--- config.mk ---
export PLATFORM = sky130hd
export DESIGN_NAME = hamming_sec8
export DESIGN_NICKNAME = d
export VERILOG_FILES = /design/src/rtl/hsec_pkg.sv /design/src/rtl/hsec_encoder.sv /design/src/rtl/hsec_decoder.sv /design/src/rtl/hsec_out_stage.sv /design/src/rtl/hamming_sec8.sv
export SDC_FILE = /design/constraint.sdc
export NUM_CORES = 1
export LEC_CHECK = 0
export ABC_AREA = 0
export BUFFER_PORTS_ARGS = -buffer_cell sky130_fd_sc_hd__buf_2
export CORE_UTILIZATION = 35
export DETAILED_ROUTE_END_ITERATION = 7
export GPL_ROUTABILITY_DRIVEN = 0
export SYNTH_ARGS = -nofsm -noshare
export SYNTH_HDL_FRONTEND = slang
export SYNTH_HIERARCHICAL = 1
export SYNTH_SLANG_ARGS = --single-unit
--- constraint.sdc ---
create_clock -name clk_i -period 0.95 [get_ports clk_i]
set_input_delay 0.19 -clock clk_i [delete_from_list [all_inputs] [get_ports clk_i]]
set_output_delay 0.19 -clock clk_i [all_outputs]
set_load 0.01 [all_outputs]
--- src/rtl/hsec_pkg.sv ---
package hsec_pkg;
  localparam int DATA_W = 8;
  localparam int CHK_W  = 4;
  localparam int BASE_W = DATA_W + CHK_W;

  function automatic logic [BASE_W-1:0] hsec_place(input logic [DATA_W-1:0] d);
    logic [BASE_W-1:0] c;
    int k;
    c = '0;
    k = 0;
    for (int p = 1; p <= BASE_W; p++) begin
      if ((p & (p - 1)) != 0) begin
        c[p-1] = d[k];
        k++;
      end
    end
    return c;
  endfunction

  function automatic logic [DATA_W-1:0] hsec_extract(input logic [BASE_W-1:0] c);
    logic [DATA_W-1:0] d;
    int k;
    d = '0;
    k = 0;
    for (int p = 1; p <= BASE_W; p++) begin
      if ((p & (p - 1)) != 0) begin
        d[k] = c[p-1];
        k++;
      end
    end
    return d;
  endfunction

  // XOR of every position whose index has bit j set; includes the check bit itself
  function automatic logic [CHK_W-1:0] hsec_syndrome(input logic [BASE_W-1:0] c);
    logic [CHK_W-1:0] s;
    s = '0;
    for (int j = 0; j < CHK_W; j++) begin
      for (int p = 1; p <= BASE_W; p++) begin
        if (p[j]) s[j] = s[j] ^ c[p-1];
      end
    end
    return s;
  endfunction

  // returns overall parity in the top bit
  function automatic logic [BASE_W:0] hsec_encode(input logic [DATA_W-1:0] d);
    logic [BASE_W-1:0] c;
    logic [CHK_W-1:0]  s;
    c = hsec_place(d);
    s = hsec_syndrome(c);
    for (int j = 0; j < CHK_W; j++) c[(1 << j) - 1] = s[j];
    return {^c, c};
  endfunction
endpackage

--- src/rtl/hsec_encoder.sv ---
module hsec_encoder
  import hsec_pkg::*;
#(
  parameter int unsigned SECDED_EN = 1,
  localparam int CW = BASE_W + SECDED_EN
) (
  input  logic [DATA_W-1:0] data_i,
  output logic [CW-1:0]     code_o
);
  logic [BASE_W:0] full;

  assign full   = hsec_encode(data_i);
  assign code_o = full[CW-1:0];
endmodule

--- src/rtl/hsec_decoder.sv ---
module hsec_decoder
  import hsec_pkg::*;
#(
  parameter int unsigned SECDED_EN = 1,
  localparam int CW = BASE_W + SECDED_EN
) (
  input  logic [CW-1:0]     code_i,
  output logic [DATA_W-1:0] data_o,
  output logic [CW-1:0]     code_o,
  output logic              corr_o,
  output logic              uncorr_o
);
  logic [CHK_W-1:0] syn;
  logic             syn_nz;
  logic             in_range;
  logic [CW-1:0]    flip;
  logic [CW-1:0]    pos_mask;

  assign syn      = hsec_syndrome(code_i[BASE_W-1:0]);
  assign syn_nz   = |syn;
  assign in_range = syn <= CHK_W'(BASE_W);

  always_comb begin
    pos_mask = '0;
    for (int p = 1; p <= BASE_W; p++) begin
      if (syn == CHK_W'(p)) pos_mask[p-1] = 1'b1;
    end
  end

  generate
    if (SECDED_EN != 0) begin : g_secded
      logic par_odd;
      assign par_odd = ^code_i;
      always_comb begin
        flip     = '0;
        corr_o   = 1'b0;
        uncorr_o = 1'b0;
        if (!syn_nz) begin
          if (par_odd) begin
            flip[CW-1] = 1'b1;
            corr_o     = 1'b1;
          end
        end else if (!par_odd || !in_range) begin
          uncorr_o = 1'b1;
        end else begin
          flip   = pos_mask;
          corr_o = 1'b1;
        end
      end
    end else begin : g_sec
      always_comb begin
        flip     = '0;
        corr_o   = 1'b0;
        uncorr_o = 1'b0;
        if (syn_nz) begin
          if (in_range) begin
            flip   = pos_mask;
            corr_o = 1'b1;
          end else begin
            uncorr_o = 1'b1;
          end
        end
      end
    end
  endgenerate

  assign code_o = code_i ^ flip;
  assign data_o = hsec_extract(code_o[BASE_W-1:0]);
endmodule

--- src/rtl/hsec_out_stage.sv ---
module hsec_out_stage #(
  parameter int unsigned W       = 8,
  parameter int unsigned OUT_REG = 1
) (
  input  logic         clk_i,
  input  logic         rst_ni,
  input  logic         valid_i,
  input  logic [W-1:0] data_i,
  output logic         valid_o,
  output logic [W-1:0] data_o
);
  generate
    if (OUT_REG != 0) begin : g_reg
      always_ff @(posedge clk_i or negedge rst_ni) begin
        if (!rst_ni) begin
          valid_o <= 1'b0;
          data_o  <= '0;
        end else begin
          valid_o <= valid_i;
          if (valid_i) data_o <= data_i;
        end
      end
    end else begin : g_comb
      assign valid_o = valid_i;
      assign data_o  = data_i;
    end
  endgenerate
endmodule

--- src/rtl/hamming_sec8.sv ---
module hamming_sec8
  import hsec_pkg::*;
#(
  parameter int unsigned SECDED_EN = 1,
  parameter int unsigned OUT_REG   = 1,
  localparam int CW    = BASE_W + SECDED_EN,
  localparam int DEC_W = DATA_W + CW + 2
) (
  input  logic              clk_i,
  input  logic              rst_ni,
  input  logic              enc_valid_i,
  input  logic [DATA_W-1:0] enc_data_i,
  output logic              enc_valid_o,
  output logic [CW-1:0]     enc_code_o,
  input  logic              dec_valid_i,
  input  logic [CW-1:0]     dec_code_i,
  output logic              dec_valid_o,
  output logic [DATA_W-1:0] dec_data_o,
  output logic [CW-1:0]     dec_code_o,
  output logic              dec_corr_o,
  output logic              dec_uncorr_o
);
  logic [CW-1:0]     enc_code;
  logic [DATA_W-1:0] dec_data;
  logic [CW-1:0]     dec_code;
  logic              dec_corr;
  logic              dec_uncorr;

  hsec_encoder #(.SECDED_EN(SECDED_EN)) u_enc (
    .data_i (enc_data_i),
    .code_o (enc_code)
  );

  hsec_decoder #(.SECDED_EN(SECDED_EN)) u_dec (
    .code_i   (dec_code_i),
    .data_o   (dec_data),
    .code_o   (dec_code),
    .corr_o   (dec_corr),
    .uncorr_o (dec_uncorr)
  );

  hsec_out_stage #(.W(CW), .OUT_REG(OUT_REG)) u_enc_out (
    .clk_i   (clk_i),
    .rst_ni  (rst_ni),
    .valid_i (enc_valid_i),
    .data_i  (enc_code),
    .valid_o (enc_valid_o),
    .data_o  (enc_code_o)
  );

  hsec_out_stage #(.W(DEC_W), .OUT_REG(OUT_REG)) u_dec_out (
    .clk_i   (clk_i),
    .rst_ni  (rst_ni),
    .valid_i (dec_valid_i),
    .data_i  ({dec_uncorr, dec_corr, dec_code, dec_data}),
    .valid_o (dec_valid_o),
    .data_o  ({dec_uncorr_o, dec_corr_o, dec_code_o, dec_data_o})
  );

  // assertions
  logic [BASE_W:0] chk_full;
  assign chk_full = hsec_encode(dec_data_o);

  p_flag_excl_r8: assert property (@(posedge clk_i) disable iff (!rst_ni)
    dec_valid_o |-> !(dec_corr_o && dec_uncorr_o));

  p_code_consistent_r5: assert property (@(posedge clk_i) disable iff (!rst_ni)
    (dec_valid_o && !dec_uncorr_o) |-> (dec_code_o == chk_full[CW-1:0]));

  generate
    if (OUT_REG != 0) begin : g_reg_chk
      p_latency_r10: assert property (@(posedge clk_i) disable iff (!rst_ni)
        dec_valid_i |=> dec_valid_o);

      p_uncorr_hold_r8: assert property (@(posedge clk_i) disable iff (!rst_ni)
        (dec_valid_o && dec_uncorr_o) |-> (dec_code_o == $past(dec_code_i)));

      p_one_bit_fix_r6: assert property (@(posedge clk_i) disable iff (!rst_ni)
        (dec_valid_o && dec_corr_o) |-> ($countones(dec_code_o ^ $past(dec_code_i)) == 1));
    end
  endgenerate
endmodule

==> run metrics, run 1 <==
status=finished, violations left; failing checks=setup timing; syn_nets=189; CTS Sinks=38; Congestion Overflow GR=0; Syn-to-layout area delta=57.2%; root buffer cell=clkbuf_8; Synth area leaders=dfrtp_1 43%, mux2_2 13%, xnor2_1 9.9%; DP Area=0.00289 mm^2; Slew HR=0.800; Clock Pin Slew Worst Setup and Hold Paths=0.07 ns; Max Clock Skew=0 ns; residual DRC count=0; Final Hold Vio Count=0; Max Root-Sink Buffers=2; TritonCTS buffer count=5; antenna cell count=0; Pleak=1.67 nW; Worst EP arrival=1.85 ns; Avg Vias per Cell=4.49; Ys Warns=6; CP max stage cell=xnor3_2; metal2 WL=2450 um; wire length on met3=189 um; critical path capture point type=flop; Hold WC Path Type=in2reg; Cell Area, Synth=0.00222 mm^2; Final Instance Area=0.00349 mm^2; IO Port Bufs=62; Yosys cell types=23; Slew Viols, Final=0; Final setup viols=64; minimum clock period=1.69 ns; H-tree Lvls=2; Gate Count Post-Synth=164; Layout Nets=296; actual slew at the worst max-slew pin=0.300 ns; Placement Rows=28; vias in the first global route=1434; Die Wd=81.7 um; Setup WS pre-CTS=-1.10 ns; Layout fillers=529; Yosys top cell area share=0.428; Buf/Inv on CP=2; DRT iter0 DRCs=20; sequential-to-total area share from yosys stat=0.428; Max VDD drop=1.00 mV; fmax=0.591 GHz; GRT Total Usage=0.153; drt first pass iters=4; Post-synth EDFFs=0; DIE HEIGHT=81.7 um; Cell Chain, Critical Path=buf_8 -> xnor2_4 -> buf_6 -> xnor3_2 -> nand2b_4 -> nor4_4 -> xor2_1 -> mux2_4; unrepaired setup endpoints after global routing=yes; share of cells above drive strength 1=0.727; post-route setup slack=-0.742 ns; largest net degree at the start of global routing=39; vias=1552; worst setup path class=in2reg; Avg WL per Cell=14.1 um; crit path max fanout=4; final worst path period share=1.78; Die Area=0.00667 mm^2; Synth Flop Type=dfrtp_1; #FFs+latches synth=38; core region area=0.00603 mm^2; CP startpoint kind=primary input; Post-Route WL=4890 um; top layer in use=met4; Clk Latency, worst-skew pair=0.28 ns; cell taking the most area after synthesis=dfrtp_1; I/O pin count=63; hold slack=0.214 ns; Synth Area per Inst=13.5 um^2; P per Cell Area=1790 mW/mm^2; antenna violations before repair=0; Post-DRT Antenna Nets=0; CTS tree=built; async set or reset register ratio after synthesis=1.00; global-route wire length before repair=7460 um; met1 WL=2220 um; Initial Utilization=0.369; final HPWL from detailed placement=3360 um; Req. time, crit path=1.11 ns; Largest stage delay, worst path=0.46 ns; Max Cap Viol=0; delay-heaviest family, CP=XOR/XNOR gates
[worst paths after layout]
check | from | cells past startpoint | end | slack, ns
worst min-delay path | enc_valid_i | 2 | u_enc_out/valid_o | 0.21
worst max register to register | u_enc_out/data_o[10] | 2 | u_enc_out/data_o[10] | 0.05
worst min register to register | u_dec_out/data_o[11] | 1 | u_dec_out/data_o[11] | 0.50
min in group asynchronous | rst_ni | 3 | u_enc_out/data_o[7] | 0.41
worst max-delay path | dec_code_i[2] | 8 | u_dec_out/data_o[6] | -0.74
max in group asynchronous | rst_ni | 3 | u_dec_out/data_o[8] | 0.34
[metrics by stage]
step | power, mW | TNS (ns) | instances | util
finish | 6.24 | -17.22 | 346 | 0.580
global route | 6.60 | -19.96 | 346 | 0.580
CTS | 6.06 | -17.15 | 341 | 0.558
detailed placement | 4.39 | -25.33 | 313 | 0.479
global placement | 4.37 | -25.19 | 313 | 0.479
floorplan | 3.65 | -19.20 | 164 | -
[cell usage in the layout (no fill, tap or decap)]
cell type and instances:
buf_12 5, buf_2 47, buf_4 49, buf_6 18, buf_8 2, clkbuf_8 5, clkinv_2 2, dfrtp_1 38
dlygate4sd3_1 1, mux2_2 16, mux2_4 20, mux2i_1 1, nand2_2 1, nand2b_4 1, nand3_1 1, nand4_1 7
nor2_4 1, nor2b_4 1, nor4_2 2, nor4_4 4, o211ai_1 1, o21ai_1 1, o221a_2 1, xnor2_1 13
xnor2_2 6, xnor2_4 6, xnor3_1 2, xnor3_2 4, xor2_1 9, xor2_2 5, xor2_4 1
[metal layers]
layer  vias to the layer above  GRT usage
met5                         -          0
met4                         0     0.0368
met3                         4     0.0400
met2                        30      0.231
met1                       758      0.217
li1                        760          -
[layout make-up]
cell class	count	area, um^2	area share
Clock inverter	2	10.0	0.00287
Clock buffer	5	68.8	0.0197
Timing Repair Buffer	122	946	0.271
Sequential cell	38	951	0.272
Tap cell	75	93.8	0.0269
Multi-Input combinational cell	104	1420	0.407
[synthesized netlist by cell type (2+ instances only)]
master	number
buf_6	4
dfrtp_1	38
nor4_1	4
xnor3_1	4
buf_4	17
xnor3_2	2
mux2_2	26
nand4_1	7
nor4_2	2
mux2_4	10
xor2_1	14
xnor2_1	25
[registers in the layout (all words and copies together), names as in the netlist]
| register | cells |
|---|---|
| u_dec_out/data_o | 23 |
| u_dec_out/valid_o | 1 |
| u_enc_out/data_o | 13 |
| u_enc_out/valid_o | 1 |
[cell families (layout without fill, tap and decap cells)]
group	Yosys count	count (layout)	share of synthesized area
AO/OA/AOI/OAI	3	3	0.0107
XOR/XNOR	46	46	0.223
buffers and inverters	22	129	0.0800
flip-flops	38	38	0.428
multiplexers	37	37	0.204
AND/OR/NAND/NOR	18	18	0.0546
[power by group]
group | total (mW) | internal [mW] | leakage [nW] | switching, mW
Combinational | 3.10 | 1.76 | 1.18 | 1.35
Clock | 1.03 | 0.493 | 0.0438 | 0.542
Sequential | 2.10 | 1.93 | 0.445 | 0.164
[repair_timing]
action / 4_1_cts / 5_1_grt
hold buffers: 1 / 0
endpoints found under the setup margin: 62 / 65
hold endpoints to repair: 38 / 0
gates resized for setup: 43 / 16
pin swaps: 15 / 13
setup buffers: 20 / 5
(Power assumes the default switching activity.)
==> run 2: changes to the inputs <==
--- a/config.mk
+++ b/config.mk
@@ -10,7 +10,7 @@
 export CORE_UTILIZATION = 35
 export DETAILED_ROUTE_END_ITERATION = 7
 export GPL_ROUTABILITY_DRIVEN = 0
+export HOLD_SLACK_MARGIN = 0.03
 export SYNTH_ARGS = -nofsm -noshare
 export SYNTH_HDL_FRONTEND = slang
-export SYNTH_HIERARCHICAL = 1
 export SYNTH_SLANG_ARGS = --single-unit
==> run 2 against run 1 <==
Effect of this change:
- the flow still finishes with violations (setup timing)
- critical path depth is 1 higher
- synthesized area is 8.9% lower
- via count is 38% higher
- setup slack worse by 0.062 ns
- hold slack worse by 0.10 ns
- highest routed layer unchanged
==> run metrics, run 2 <==
status=finished, violations left; failing checks=setup timing; root buffer cell=clkbuf_8; Syn-to-layout area delta=85.9%; Post-synth EDFFs=0 (unchanged); Yosys top cell area share=0.371 (-0.0571); met2 Use GR=0.361 (+0.131); Die Wd=78.1 um (-4.4%); Cell Area, Synth=0.00202 mm^2 (-8.9%); most frequent cells in the layout=71 x buf_4, 51 x buf_2, 30 x dfrtp_1, 19 x nor2_1, 15 x buf_6; max reg flops=15 (-35%); share of cells above drive strength 1=0.640 (-0.0868); Max Clock Skew=0 ns (unchanged); Clock Pin Slew Worst Setup and Hold Paths=0.07 ns (about the same); commonest non-fill, non-tap cell in the layout=buf_4; met1 usage in global routing=0.252 (+0.0343); Congestion Overflow GR=0 (unchanged); Max Root-Sink Buffers=2 (unchanged); Max VDD drop=0.710 mV (-29%); crit path to=u_dec_out.data_o[11]; async set or reset register ratio after synthesis=1.00 (unchanged); DRT iter0 DRCs=75 (+280%); worst setup path class=in2reg; Slew HR=0.691 (-0.109); register with the most flip-flops=u_dec_out.data_o; final worst path period share=1.85 (+0.0650); Layout fillers=414 (-22%); Non-Filler Instances=411 (+19%); Synth area leaders=dfrtp_1 37%, xnor2_1 9.5%, mux2_2 5.6%; FF-to-FF path depth=4 (+2); Setup TNS=-12.61 ns (+4.60 ns); cell taking the most area after synthesis=dfrtp_1; antenna violations before repair=0 (unchanged); residual DRC count=0 (unchanged); Hold WC Path Type=in2reg; Post-Route WL=6560 um (+34%); GRT Total Usage=0.204 (+0.0517); DIE HEIGHT=78.1 um (-4.4%); syn_nets=223 (+18%); CP startpoint kind=primary input; Final Hold Vio Count=0 (unchanged); Pleak=1.66 nW (-0.67%); Synth Area per Inst=10.2 um^2 (-25%); register-to-register setup slack=0.03 ns (-0.02 ns); Clk Latency, worst-skew pair=0.28 ns (about the same); Post-DRT Antenna Nets=0 (unchanged); CTS Sinks=30 (-21%); dominant cell by count in the synthesized netlist=dfrtp_1; met3 usage=0.0372 (-0.00279); core region area=0.00554 mm^2 (-8.1%); Avg WL per Cell=15.9 um (+13%); Worst EP arrival=1.96 ns (+0.11 ns); vias in the first global route=1895 (+32%); CTS tree=built; global-route wire length before repair=9470 um (+27%); Layout Nets=363 (+23%); Yosys cell types=34 (+48%); actual slew at the worst max-slew pin=0.464 ns (+0.164 ns); fmax=0.570 GHz (-3.5%); Gate Count Post-Synth=198 (+21%); Avg Vias per Cell=5.21 (+16%); I/O pin count=63 (unchanged); IO Port Bufs=62 (unchanged); Synth top cells by count=30 x dfrtp_1, 22 x nor2_1, 22 x xnor2_1; post-route setup slack=-0.804 ns (-0.0618 ns); Req. time, crit path=1.16 ns (+0.05 ns); unrepaired setup endpoints after global routing=yes; minimum clock period=1.75 ns (+0.0618 ns); Slew Viols, Final=0 (unchanged); CP startpoint=dec_code_i[2]; Register Area=751 um^2 (-21%); reg2reg start=u_dec_out.data_o[19]; vias=2143 (+38%); drt first pass iters=4 (unchanged); RR Endpoint=u_dec_out.data_o[19]; Synth Flop Type=dfrtp_1; critical path capture point type=flop; crit path max fanout=6 (+2); Most Crowded Layer GR=met2; hold slack=0.111 ns (-0.103 ns); largest net degree at the start of global routing=31 (-21%); Initial Utilization=0.365 (-0.00337); #FFs+latches synth=30 (-21%); Final setup viols=53 (-17%); Post-Place Cells=361 (+15%); Max Cap Viol=0 (unchanged); final HPWL from detailed placement=4180 um (+24%); Die Area=0.00609 mm^2 (-8.7%); TritonCTS buffer count=5 (unchanged); Setup WS pre-CTS=-1.15 ns (-0.0432 ns); sequential-to-total area share from yosys stat=0.371 (-0.0571); biggest regs=u_dec_out.data_o x15, u_enc_out.data_o x13; Ys Warns=0 (-6); Placement Rows=27 (-3.6%); H-tree Lvls=2 (unchanged); antenna cell count=0 (unchanged); Pwr Total=6.19 mW (-0.70%); Multi-input gate area=0.00166 mm^2 (+17%); P per Cell Area=1650 mW/mm^2 (-7.9%)
==> run 2: changes by cell type after synthesis, moves of 6 or more <==
cell      delta
a221oi_2     +6
a31oi_1     +12
mux2_4      -10
xor2_1       -9
or4_1       +11
nor2_1      +21
buf_4        -9
mux2_2      -16
o31ai_1     +12
nand4_1      -6
dfrtp_1      -8
a21oi_1      +7
==> run 2: final cells by class <==
cell class	count	area share
multi-input combinational	149	0.442
timing repair buffer	148	0.306
sequential	30	0.199
tap	72	0.0239
clock buffer	7	0.0229
inverter	4	0.00399
clock inverter	1	0.00133
==> run 2: worst max-delay path, cell delays in order <==
cell and delay [ns]:
buf_8 0.10, buf_12 0.12, xnor2_4 0.27, xnor2_4 0.15
nor2_4 0.23, buf_12 0.15, a221oi_4 0.08, or4_1 0.53
a31oi_1 0.14
==> run 2: where the power goes <==
group | internal (mW) | switching [mW]
registers | 1.49 | 0.113
clock network | 0.584 | 0.507
logic | 1.85 | 1.65
total | 3.93 | 2.27
==> run 2: kinds of logic (layout without fill, tap and decap cells) <==
group | Yosys count | count (layout) | synth area share
multiplexers | 10 | 10 | 0.0556
XOR/XNOR | 35 | 35 | 0.191
buffers and inverters | 19 | 160 | 0.0501
flip-flops | 30 | 30 | 0.371
AO/OA/AOI/OAI | 54 | 54 | 0.205
AND/OR/NAND/NOR | 50 | 50 | 0.127
==> run 2: per-layer routing <==
layer / up-vias / part of all wire / wire length (um)
li1: 1017 / - / -
met1: 1031 / 0.41 / 2710
met2: 87 / 0.52 / 3400
met3: 8 / 0.051 / 337
met4: 0 / 0.016 / 106
met5: - / 0 / 0
==> run 2: how the worst min path moves through the flow <==
stage,start,endpoint,slack (ns),depth (start not counted)
floorplan,rst_ni,u_dec_out.data_o[10],-0.11,0
global placement,rst_ni,u_enc_out.data_o[7],0.16,2
detailed placement,rst_ni,u_enc_out.data_o[7],0.16,2
CTS,dec_valid_i,u_dec_out.valid_o,0.1,1
global route,dec_valid_i,u_dec_out.valid_o,0.09,1
finish,dec_valid_i,u_dec_out.valid_o,0.11,1
==> run 2: through the flow <==
step	area, um^2	utilization
after floorplan	2310	-
after global placement	2980	0.538
after detailed placement	2980	0.538
after CTS	3420	0.618
after global routing	3760	0.679
final	3760	0.679
==> run 2: repair_timing <==
item                       CTS  global route
setup endpoints to repair   54            54
buffers inserted            25            21
hold buffers                 1             0
hold endpoints to repair    30             0
gates resized for setup     31            41
pin swaps                   36            28
